`config.mk`:
```
export PLATFORM = sky130hd
export DESIGN_NAME = opnd_addr_gen
export DESIGN_NICKNAME = d
export VERILOG_FILES = /design/src/rtl/oag_pkg.sv /design/src/rtl/oag_ar_sel.sv /design/src/rtl/oag_data_addr.sv /design/src/rtl/oag_blk_seq.sv /design/src/rtl/opnd_addr_gen.sv
export SDC_FILE = /design/constraint.sdc
export NUM_CORES = 1
export LEC_CHECK = 0
export ABC_AREA = 1
export CAP_MARGIN = 0
export CORE_MARGIN = 10
export CORE_UTILIZATION = 55
export DETAILED_ROUTE_END_ITERATION = 10
export DONT_BUFFER_PORTS = 1
export GPL_TIMING_DRIVEN = 0
export PLACE_DENSITY = 0.75
export SLEW_MARGIN = 20
export SYNTH_ARGS = -nofsm -noshare
export SYNTH_HDL_FRONTEND = slang
export SYNTH_SLANG_ARGS = --single-unit
```
`constraint.sdc`:
```
create_clock -name clk_i -period 3 [get_ports clk_i]
set_clock_uncertainty 0.2 [all_clocks]
set_input_delay 0.6 -clock clk_i [delete_from_list [all_inputs] [get_ports clk_i]]
set_output_delay 0.6 -clock clk_i [all_outputs]
set_load 0.02 [all_outputs]
```
`src/rtl/oag_pkg.sv`:
```
package oag_pkg;
  typedef enum logic [1:0] {
    MODE_NORM     = 2'b00,
    MODE_PAGE0    = 2'b01,
    MODE_BLK_WORD = 2'b10,
    MODE_BLK_REG  = 2'b11
  } oag_mode_e;

  typedef enum logic [1:0] {
    ST_IDLE    = 2'b00,
    ST_MOVE    = 2'b01,
    ST_RESTORE = 2'b10
  } oag_state_e;
endpackage

```
`src/rtl/oag_ar_sel.sv`:
```
module oag_ar_sel #(
  parameter int NUM_AR = 8,
  parameter int ADDR_W = 16,
  localparam int SEL_W = $clog2(NUM_AR)
) (
  input  logic [NUM_AR*ADDR_W-1:0] ar_flat_i,
  input  logic [SEL_W-1:0]         sel_i,
  output logic [ADDR_W-1:0]        ar_o
);
  logic [ADDR_W-1:0] ar_arr [NUM_AR];

  for (genvar k = 0; k < NUM_AR; k++) begin : g_unpack
    assign ar_arr[k] = ar_flat_i[k*ADDR_W +: ADDR_W];
  end

  assign ar_o = ar_arr[sel_i];
endmodule

```
`src/rtl/oag_data_addr.sv`:
```
module oag_data_addr
  import oag_pkg::*;
#(
  parameter int ADDR_W = 16,
  parameter int PAGE_W = 9,
  localparam int OFS_W = ADDR_W - PAGE_W
) (
  input  oag_mode_e           mode_i,
  input  logic [ADDR_W-1:0]   instr_i,
  input  logic [PAGE_W-1:0]   page_i,
  input  logic [ADDR_W-1:0]   ar_val_i,
  output logic [ADDR_W-1:0]   addr_o
);
  localparam int IND_BIT = OFS_W;

  logic [OFS_W-1:0] ofs;
  assign ofs = instr_i[OFS_W-1:0];

  always_comb begin
    unique case (mode_i)
      MODE_PAGE0: addr_o = {{PAGE_W{1'b0}}, ofs};
      MODE_NORM:  addr_o = instr_i[IND_BIT] ? ar_val_i : {page_i, ofs};
      default:    addr_o = {page_i, ofs};
    endcase
  end
endmodule

```
`src/rtl/oag_blk_seq.sv`:
```
module oag_blk_seq
  import oag_pkg::*;
#(
  parameter int ADDR_W = 16,
  parameter int CNT_W  = 16
) (
  input  logic              clk_i,
  input  logic              rst_ni,
  input  logic              start_i,
  input  oag_mode_e         mode_i,
  input  logic [ADDR_W-1:0] pc_i,
  input  logic [ADDR_W-1:0] word2_i,
  input  logic [ADDR_W-1:0] bmar_i,
  input  logic [ADDR_W-1:0] dst_i,
  input  logic [CNT_W-1:0]  cnt_i,
  output logic              busy_o,
  output logic              done_o,
  output logic [ADDR_W-1:0] src_o,
  output logic [ADDR_W-1:0] dst_o,
  output logic [ADDR_W-1:0] hold_o
);
  oag_state_e        state_q, state_d;
  logic [ADDR_W-1:0] src_q, dst_q, hold_q;
  logic [CNT_W-1:0]  cnt_q;
  logic              blk_mode, accept, last;

  assign blk_mode = (mode_i == MODE_BLK_WORD) || (mode_i == MODE_BLK_REG);
  assign accept   = (state_q == ST_IDLE) && start_i && blk_mode;
  assign last     = (cnt_q == '0);

  always_comb begin
    state_d = state_q;
    unique case (state_q)
      ST_IDLE:    if (accept) state_d = ST_MOVE;
      ST_MOVE:    if (last)   state_d = ST_RESTORE;
      ST_RESTORE: state_d = ST_IDLE;
      default:    state_d = ST_IDLE;
    endcase
  end

  always_ff @(posedge clk_i or negedge rst_ni) begin
    if (!rst_ni) begin
      state_q <= ST_IDLE;
      src_q   <= '0;
      dst_q   <= '0;
      hold_q  <= '0;
      cnt_q   <= '0;
    end else begin
      state_q <= state_d;
      if (accept) begin
        hold_q <= pc_i;
        src_q  <= (mode_i == MODE_BLK_REG) ? bmar_i : word2_i;
        dst_q  <= dst_i;
        cnt_q  <= cnt_i;
      end else if ((state_q == ST_MOVE) && !last) begin
        src_q <= src_q + 1'b1;
        dst_q <= dst_q + 1'b1;
        cnt_q <= cnt_q - 1'b1;
      end
    end
  end

  assign busy_o = (state_q == ST_MOVE);
  assign done_o = (state_q == ST_RESTORE);
  assign src_o  = src_q;
  assign dst_o  = dst_q;
  assign hold_o = hold_q;
endmodule

```
`src/rtl/opnd_addr_gen.sv`:
```
module opnd_addr_gen
  import oag_pkg::*;
#(
  parameter int ADDR_W = 16,
  parameter int PAGE_W = 9,
  parameter int NUM_AR = 8,
  parameter int CNT_W  = 16,
  localparam int SEL_W = $clog2(NUM_AR)
) (
  input  logic                     clk_i,
  input  logic                     rst_ni,
  input  logic [1:0]               mode_i,
  input  logic                     start_i,
  input  logic [ADDR_W-1:0]        instr_i,
  input  logic [PAGE_W-1:0]        page_i,
  input  logic [SEL_W-1:0]         arp_i,
  input  logic [NUM_AR*ADDR_W-1:0] ar_flat_i,
  input  logic [ADDR_W-1:0]        bmar_i,
  input  logic [ADDR_W-1:0]        pc_i,
  input  logic [ADDR_W-1:0]        word2_i,
  input  logic [CNT_W-1:0]         rpt_cnt_i,
  output logic [ADDR_W-1:0]        dma_o,
  output logic [ADDR_W-1:0]        pab_o,
  output logic [ADDR_W-1:0]        pc_o,
  output logic                     busy_o,
  output logic                     done_o
);
  oag_mode_e         mode;
  logic [ADDR_W-1:0] ar_val, base_addr, src, dst, hold;

  assign mode = oag_mode_e'(mode_i);

  oag_ar_sel #(.NUM_AR(NUM_AR), .ADDR_W(ADDR_W)) u_ar_sel (
    .ar_flat_i (ar_flat_i),
    .sel_i     (arp_i),
    .ar_o      (ar_val)
  );

  oag_data_addr #(.ADDR_W(ADDR_W), .PAGE_W(PAGE_W)) u_data_addr (
    .mode_i   (mode),
    .instr_i  (instr_i),
    .page_i   (page_i),
    .ar_val_i (ar_val),
    .addr_o   (base_addr)
  );

  oag_blk_seq #(.ADDR_W(ADDR_W), .CNT_W(CNT_W)) u_blk_seq (
    .clk_i   (clk_i),
    .rst_ni  (rst_ni),
    .start_i (start_i),
    .mode_i  (mode),
    .pc_i    (pc_i),
    .word2_i (word2_i),
    .bmar_i  (bmar_i),
    .dst_i   (base_addr),
    .cnt_i   (rpt_cnt_i),
    .busy_o  (busy_o),
    .done_o  (done_o),
    .src_o   (src),
    .dst_o   (dst),
    .hold_o  (hold)
  );

  // PC is the source pointer during a move, restored value on completion
  always_comb begin
    if (busy_o) begin
      dma_o = dst;
      pab_o = src;
      pc_o  = src;
    end else if (done_o) begin
      dma_o = base_addr;
      pab_o = hold;
      pc_o  = hold;
    end else begin
      dma_o = base_addr;
      pab_o = pc_i;
      pc_o  = pc_i;
    end
  end
endmodule

```
# Yosys cells after proc, flatten, opt, wreduce, memory -nomap -nowiden
# Cells that the tools add are included.
# totals
regBits	66
inputBits	225
out_inout_bits	50
# op_classes
n_addsub	3
magnitude_cmp	1
eq_ne	7
n_mux	18
n_bitwise	1
reduce_logical	10
# op_table
cell	n
$mux W16	13
$bmux W16 S3	1
$add A16 B1 Y16 const B	2
$pmux W16 S2	1
$logic_not A16 Y1	1
$sub A16 B1 Y16 const B	1
$eq A2 B2 Y1 const B	3
$eq A2 B1 Y1 const B	2
$ge A4 B4 Y1 const B	1
$logic_not A2 Y1	2
$mux W2	2
$ne A2 B1 Y1 const B	2
$not A3 Y4	1
$pmux W2 S2	1
$logic_and A1 B1 Y1	3
$reduce_and A2 Y1	1
$reduce_bool A2 Y1	1
$logic_not A1 Y1	1
$logic_or A1 B1 Y1	1

# Depth between registers and ports, before layout
# Gate-level depths: netlist of run 1.
# logic_depth
depth_word	7
ltp_mapped	11
ltp_nobuf	11

# Cells and area by module
# A second synthesis of run 1 with hierarchy kept.
# unflattened
hier_cells	1365
area_unflattened_um2	7353.3
# by_module_without_submodules
mod	n_inst	cells_per_inst	area_each_um2
oag_blk_seq	1	660	4326.6
oag_ar_sel	1	426	1761.7
opnd_addr_gen	1	188	864.6
oag_data_addr	1	91	400.4

# Worst setup path before layout of run 1
# OpenSTA, ideal clock, no wires.
# synth_path
kind	flip-flop to output port
startpoint	register u_blk_seq.state_q[1]
endpoint	output port pc_o[15]
arrival_time_ns	1.848
required_ns	2.200
slack_ns	0.352
path_stages_with_launch	7
path_cell_list	dfrtp_1 -> nor2_1 -> buf_2 -> inv_1 -> clkbuf_1 -> o21ai_0 -> buf_4
# synth_between
elab_chain_len	3
word_cells_on_any_way	4
cone_classes	eq/ne: 2; mux: 2
# synth_rtl
item	line_no	source
start, declared	oag_blk_seq.sv:22	oag_state_e state_q, state_d;
start signal, assigned	oag_blk_seq.sv:49	state_q <= state_d;
$eq A2 B2 Y1	oag_blk_seq.sv:64	assign done_o = (state_q == ST_RESTORE);
$mux W16	--	
$mux W16 (*)	--	
end, declared	opnd_addr_gen.sv:24	output logic [ADDR_W-1:0] pc_o,
# Mark *: on every way between the ends. The rest lies on a longest branch, timed or not.

# Final worst setup path of run 1
# layout_path
startpoint	register u_blk_seq.state_q[1]
endpoint	output port pc_o[4]
# layout_between
elab_chain_len	3
word_cells_on_any_way	4
cone_classes	eq/ne: 2; mux: 2
# layout_rtl
item	line_no	source
$eq A2 B2 Y1	oag_blk_seq.sv:64	
net done_o	opnd_addr_gen.sv:26	output logic done_o
$mux W16 (2 in a row)	--	
# The timed path passes the listed nets, and every way through them passes these cells.

==> reports/results.txt, run 1 <==
Setup crit start kind -> register
via count -> 7276
Worst path depth -> 7
vias in the first global route -> 6906
warning count from the yosys run -> 0
Post-Syn Instances -> 1061
outcome -> completed
Final period util -> 97.6%
Worst Max-Slew Pin Slew -> 0.746 ns
fraction of layout cells with a size suffix above 1 -> 10.4%
Clk pwr share -> 41.5%
Sw Pwr -> 0.570 mW
vias per inst -> 5.97
post-synthesis sequential area ratio -> 26.8%
crit-path max FO -> 10
hold depth -> 2
port buffer count -> 0
Worst Path Required -> 2.20 ns
First-pass DRT Iterations -> 5
gr usage total -> 30.4%
CTS Sinks -> 66
Skew-Pair Late Insertion Delay -> 0.37 ns
delay-heaviest family, CP -> buffers and inverters
Ports -> 275
Logic pwr share -> 13.4%
Antenna Cells -> 0
library cells used by synthesis -> 33
fin nets -> 1302
CTS tree -> yes
Slew HR -> 49.9%
CP max stage delay -> 0.38 ns
Final TNS setup -> 0 ns
power density over the cells -> 290 nW/um2
Netlist Area Pre-Place -> 6150 um2
post-synthesis net count -> 1289
CTS buffer count -> 9
Mapped Avg Cell Area -> 5.80 um2
initial antenna violation count -> 0
Setup CP Type -> register to primary output
CTS Buffer Depth -> 2
switching share of power -> 28.9%
first-pass GRT wire length -> 39200 um
Post-synth EDFFs -> 0
row count -> 38
CTS HTree Levels -> 3
Yosys top cell area share -> 26.8%
largest net degree at the start of global routing -> 67
Worst Path Arrival -> 2.13 ns
die area -> 15800 um2
max_cap viols -> 0
Antenna Violating Nets Remaining -> 0
R2R setup slack -> 0.88 ns
Synth area leaders -> dfrtp_1, nand2_1, nand3_1
reg2reg path depth -> 10
fmax -> 341 MHz
Avg WL per Cell -> 20.9 um
DRT Wirelength -> 25400 um
part of the power in registers -> 45.1%
DRC Markers -> 0
Synth top cells by count -> nand2_1, nor2_1, nand3_1, o21ai_0, inv_1
Finish-stage setup viols -> 0
Buffers & Inverters on Critical Path -> 4
synthesis-to-layout area growth -> 10.5%
Yosys top cell by area -> dfrtp_1
GPL Wtd Cong -> 1.03
asr flop ratio synth -> 100%
Starting Density -> 56.5%
synthesis-stage register bit count -> 66
Die X -> 126 um
number of post-CTS setup repair buffers -> 0
crit path cell chain -> inv_1, nor2_4, inv_1, buf_2, o211ai_1, o21ai_4, buf_4
LEAKAGE -> 3.43 nW
Worst Hold Class -> primary input to register
most common cell in the netlist -> nand2_1
Final Hold Vio Count -> 0
minimum clock period -> 2.93 ns
CP Capture Type -> primary output
Main synth FF type -> dfrtp_1
die height -> 126 um
dpl hpwl -> 20200 um
Max IR drop VDD -> 0.000283 V
CORE AREA -> 10900 um2
First DRT Iteration DRCs -> 859
clock transition at the registers of the reported paths -> 0.08 ns
slowest stage cell, crit path -> dfrtp_1
aggregate global routing overflow -> 0
Int Pwr -> 1.40 mW
worst hold margin -> 0.157 ns
Critical Path Most Common Cell -> inv_1
root cell of the clock tree -> clkbuf_8
pins over their slew limit -> 0
-- per-layer routing --
metal	vias up	global-route usage, %	part of all wire [%]
met5	-	0	0
met4	0	10.5	3.7
met3	77	6.21	9.1
met2	423	53.7	50
met1	3325	35.8	38
li1	3451	-	-
-- cell type report --
cell class / count / area, um2
clock inverters: 4 / 50.0
multi-input cells: 833 / 3970
clock buffers: 12 / 155
fillers: 1152 / 4090
well taps: 140 / 175
inverters: 90 / 338
flip-flops and latches: 66 / 1650
repair buffers: 2 / 37.5
plain buffers: 72 / 415
-- sequential cells by signal, indices dropped and copies added (netlist names) --
signal,flops
u_blk_seq.hold_o,16
u_blk_seq.src_o,16
u_blk_seq.dst_o,16
u_blk_seq.cnt_q,16
u_blk_seq.state_q,2
-- final timing paths --
| check | from | end |
|---|---|---|
| setup / recovery | u_blk_seq.state_q[1] | pc_o[4] |
| hold / removal | pc_i[7] | u_blk_seq.hold_o[7] |
| setup reg to reg | u_blk_seq.cnt_q[0] | u_blk_seq.src_o[3] |
| hold reg to reg | u_blk_seq.hold_o[7] | u_blk_seq.hold_o[7] |
| max in group asynchronous | rst_ni | u_blk_seq.dst_o[8] |
| min in group asynchronous | rst_ni | u_blk_seq.cnt_q[6] |
-- worst register-to-register path: stages, from the launching register on --
cell and delay [ns]:
dfrtp_1 0.37, inv_1 0.09, ha_1 0.23, nand2_2 0.14, nor2_4 0.06, nand2_2 0.12, nand2_4 0.09, nand2_4 0.09
clkbuf_1 0.45, nand2_1 0.13, o21ai_2 0.08
-- logic make-up after synthesis --
group,Yosys count,share of synthesized area [%]
buffers and inverters,162,11.9
adder cells (fa/ha/maj),3,0.610
flip-flops,66,26.8
XOR/XNOR,9,1.28
AND/OR/NAND/NOR,654,44.1
AO/OA/AOI/OAI,167,15.3
-- per-stage QoR --
step / total power [mW] / std cells / instance area [um2] / utilization, % / worst slack, ns
after global placement: 1.14 / 1201 / 6330 / 58.1 / -0.196
after detailed placement: 1.14 / 1201 / 6330 / 58.1 / -0.163
after CTS: 1.96 / 1219 / 6780 / 62.2 / 0.00120
after global routing: 2.05 / 1219 / 6800 / 62.4 / -0.0145
after floorplan: 1.08 / 1061 / 6150 / - / 0.352
final: 1.97 / 1219 / 6800 / 62.4 / 0.0713
-- cell usage in the layout, fill, tap and decap left out, types with 2 or more instances in the layout --
| cell | count |
|---|---|
| a21oi_1 | 13 |
| buf_1 | 3 |
| buf_2 | 28 |
| buf_4 | 18 |
| buf_6 | 4 |
| clkbuf_1 | 14 |
| clkbuf_2 | 4 |
| clkbuf_4 | 2 |
| clkbuf_8 | 11 |
| clkinvlp_4 | 2 |
| dfrtp_1 | 66 |
| ha_1 | 3 |
| inv_1 | 85 |
| inv_2 | 4 |
| nand2_1 | 323 |
| nand2_2 | 2 |
| nand2_4 | 2 |
| nand3_1 | 146 |
| nand4_1 | 11 |
| nor2_1 | 157 |
| nor2_2 | 2 |
| nor2_4 | 2 |
| nor3_1 | 5 |
| o211ai_1 | 26 |
| o21ai_0 | 88 |
| o21ai_1 | 8 |
| o21ai_2 | 6 |
| o21ai_4 | 15 |
| o22ai_1 | 6 |
| or2_2 | 4 |
| xnor2_1 | 3 |
| xor2_1 | 6 |
-- timing repair --
action,4_1_cts,5_1_grt
gates cloned,0,0
pin swaps,2,3
endpoints found under the hold margin,66,0
endpoints found under the setup margin,40,25
gates resized for setup,63,13
hold buffers,2,0
-- power by group through the flow --
stage	combinational (mW)	clock, mW	sequential, mW
after floorplan	0.176	0	0.907
after global placement	0.232	0	0.907
after detailed placement	0.235	0	0.907
after CTS	0.260	0.814	0.889
after global routing	0.297	0.859	0.889
final	0.264	0.817	0.889
(Power assumes the default switching activity.)
==> run 2, diff against run 1 <==
Settings changed: SETUP_SLACK_MARGIN set to 0.1.
==> run 2 against run 1 <==
Net effect: register-to-register slack lost 0.11 ns; routed wire length rose by 0.48%; utilization grew 0.71 points; die area is the same; via count grew 0.30%; global-route usage grew 0.19 points; critical path depth unchanged; clock power about the same; power barely moved; combinational power hardly changed; first-iteration DRC count fell by 3.6%; worst setup slack improved by 0.060 ns; critical endpoint unchanged; largest cell class unchanged; highest routed layer unchanged.
==> reports/results.txt, run 2 (synthesis results as in run 1) <==
switching share of power -> 28.9%
root cell of the clock tree -> clkbuf_8
first-pass GRT wire length -> 39500 um
die height -> 126 um
CTS HTree Levels -> 3
CTS Buffer Depth -> 2
minimum clock period -> 2.87 ns
max_cap viols -> 0
Max IR drop VDD -> 0.000282 V
Starting Density -> 56.5%
LEAKAGE -> 3.46 nW
commonest cells after routing, fill and taps aside -> nand2_1, nor2_1, nand3_1
fin nets -> 1306
Clk pwr share -> 41.5%
initial antenna violation count -> 0
crit-path max FO -> 10
First-pass DRT Iterations -> 6
DRC Markers -> 0
row count -> 38
Antenna Violating Nets Remaining -> 0
Setup crit start kind -> register
clock transition at the registers of the reported paths -> 0.08 ns
CP Capture Type -> primary output
die area -> 15800 um2
dpl hpwl -> 20200 um
port buffer count -> 0
fraction of layout cells with a size suffix above 1 -> 11.4%
GPL Wtd Cong -> 1.03
aggregate global routing overflow -> 0
Die X -> 126 um
Avg WL per Cell -> 20.9 um
worst hold margin -> 0.159 ns
most common cell after layout, fill and taps aside -> nand2_1
part of the power in registers -> 45.1%
final instance area -> 6870 um2
Int Pwr -> 1.40 mW
Finish-stage setup viols -> 0
DRT Wirelength -> 25600 um
vias per inst -> 5.97
CORE AREA -> 10900 um2
Worst Max-Slew Pin Slew -> 0.736 ns
synthesis-to-layout area growth -> 11.7%
Worst Hold Class -> primary input to register
Skew-Pair Late Insertion Delay -> 0.37 ns
hold depth -> 2
Slew HR -> 50.6%
RSZ-0062 raised after global routing -> yes
Final Hold Vio Count -> 0
Worst Path Arrival -> 2.07 ns
CTS buffer count -> 9
Setup CP Type -> register to primary output
CTS tree -> yes
Antenna Cells -> 0
Ports -> 275
CTS Sinks -> 66
Sw Pwr -> 0.571 mW
Final period util -> 95.6%
gr usage total -> 30.6%
Logic pwr share -> 13.4%
Worst Path Required -> 2.20 ns
First DRT Iteration DRCs -> 828
vias in the first global route -> 6942
largest net degree at the start of global routing -> 67
via count -> 7298
placed cell area -> 6330 um2
power density over the cells -> 287 nW/um2
reg2reg path depth -> 8
fmax -> 349 MHz
pins over their slew limit -> 0
outcome -> completed
==> run 2: what timing repair did <==
item | 4_1_cts | 5_1_grt
pin swaps | 5 | 7
resized for setup | 69 | 22
setup endpoints to repair | 48 | 29
endpoints found under the hold margin | 66 | 0
buffers inserted | 0 | 4
hold buffers | 2 | 0
==> run 2: path summary, 6_finish.rpt <==
check                           slack (ns)                  end                  from
worst max-delay path                  0.13              pc_o[4]  u_blk_seq.state_q[1]
worst min-delay path                  0.16  u_blk_seq.hold_o[7]               pc_i[7]
worst max register to register        0.77  u_blk_seq.src_o[12]  u_blk_seq.state_q[1]
worst min register to register        0.30  u_blk_seq.hold_o[7]   u_blk_seq.hold_o[7]
max in group asynchronous             1.69   u_blk_seq.dst_o[8]                rst_ni
min in group asynchronous             0.58   u_blk_seq.cnt_q[6]                rst_ni
==> run 2: layout make-up <==
cell class / instances / area (um2)
Tap cell: 140 / 175
Inverter: 90 / 342
Timing Repair Buffer: 6 / 67.6
Sequential cell: 66 / 1650
Clock buffer: 12 / 155
Fill cell: 1135 / 4010
Clock inverter: 4 / 50.0
Buffer: 72 / 440
Multi-Input combinational cell: 833 / 3990
==> run 2: stage by stage <==
stage	worst slack, ns	TNS [ns]	power, mW	util, %	std cells
floorplan	0.352	0	1.08	-	1061
global placement	-0.196	-1.45	1.14	58.1	1201
detailed placement	-0.163	-1.23	1.14	58.1	1201
CTS	0.107	0	1.96	62.5	1219
global route	0.0746	0	2.05	63.1	1223
finish	0.131	0	1.97	63.1	1223
==> run 2: worst max-delay path: stages, from the launching register on <==
cell      delay, ns
dfrtp_1        0.38
inv_1          0.08
nor2_4         0.25
inv_2          0.09
clkbuf_4       0.20
o211ai_1       0.35
o21ai_4        0.16
buf_4          0.19
==> run 2: power groups by stage <==
stage / registers (mW) / logic [mW] / clock network [mW]
floorplan: 0.907 / 0.176 / 0
global placement: 0.907 / 0.232 / 0
detailed placement: 0.907 / 0.235 / 0
CTS: 0.889 / 0.260 / 0.814
global route: 0.889 / 0.298 / 0.859
finish: 0.889 / 0.265 / 0.818
==> run 2: routing by layer <==
metal  vias to the layer above  wire length, um  global-route usage [%]
li1                       3455                -                       -
met1                      3344             9440                    35.8
met2                       436            12700                    54.1
met3                        63             2500                    6.33
met4                         0              901                    10.6
met5                         -                0                       0
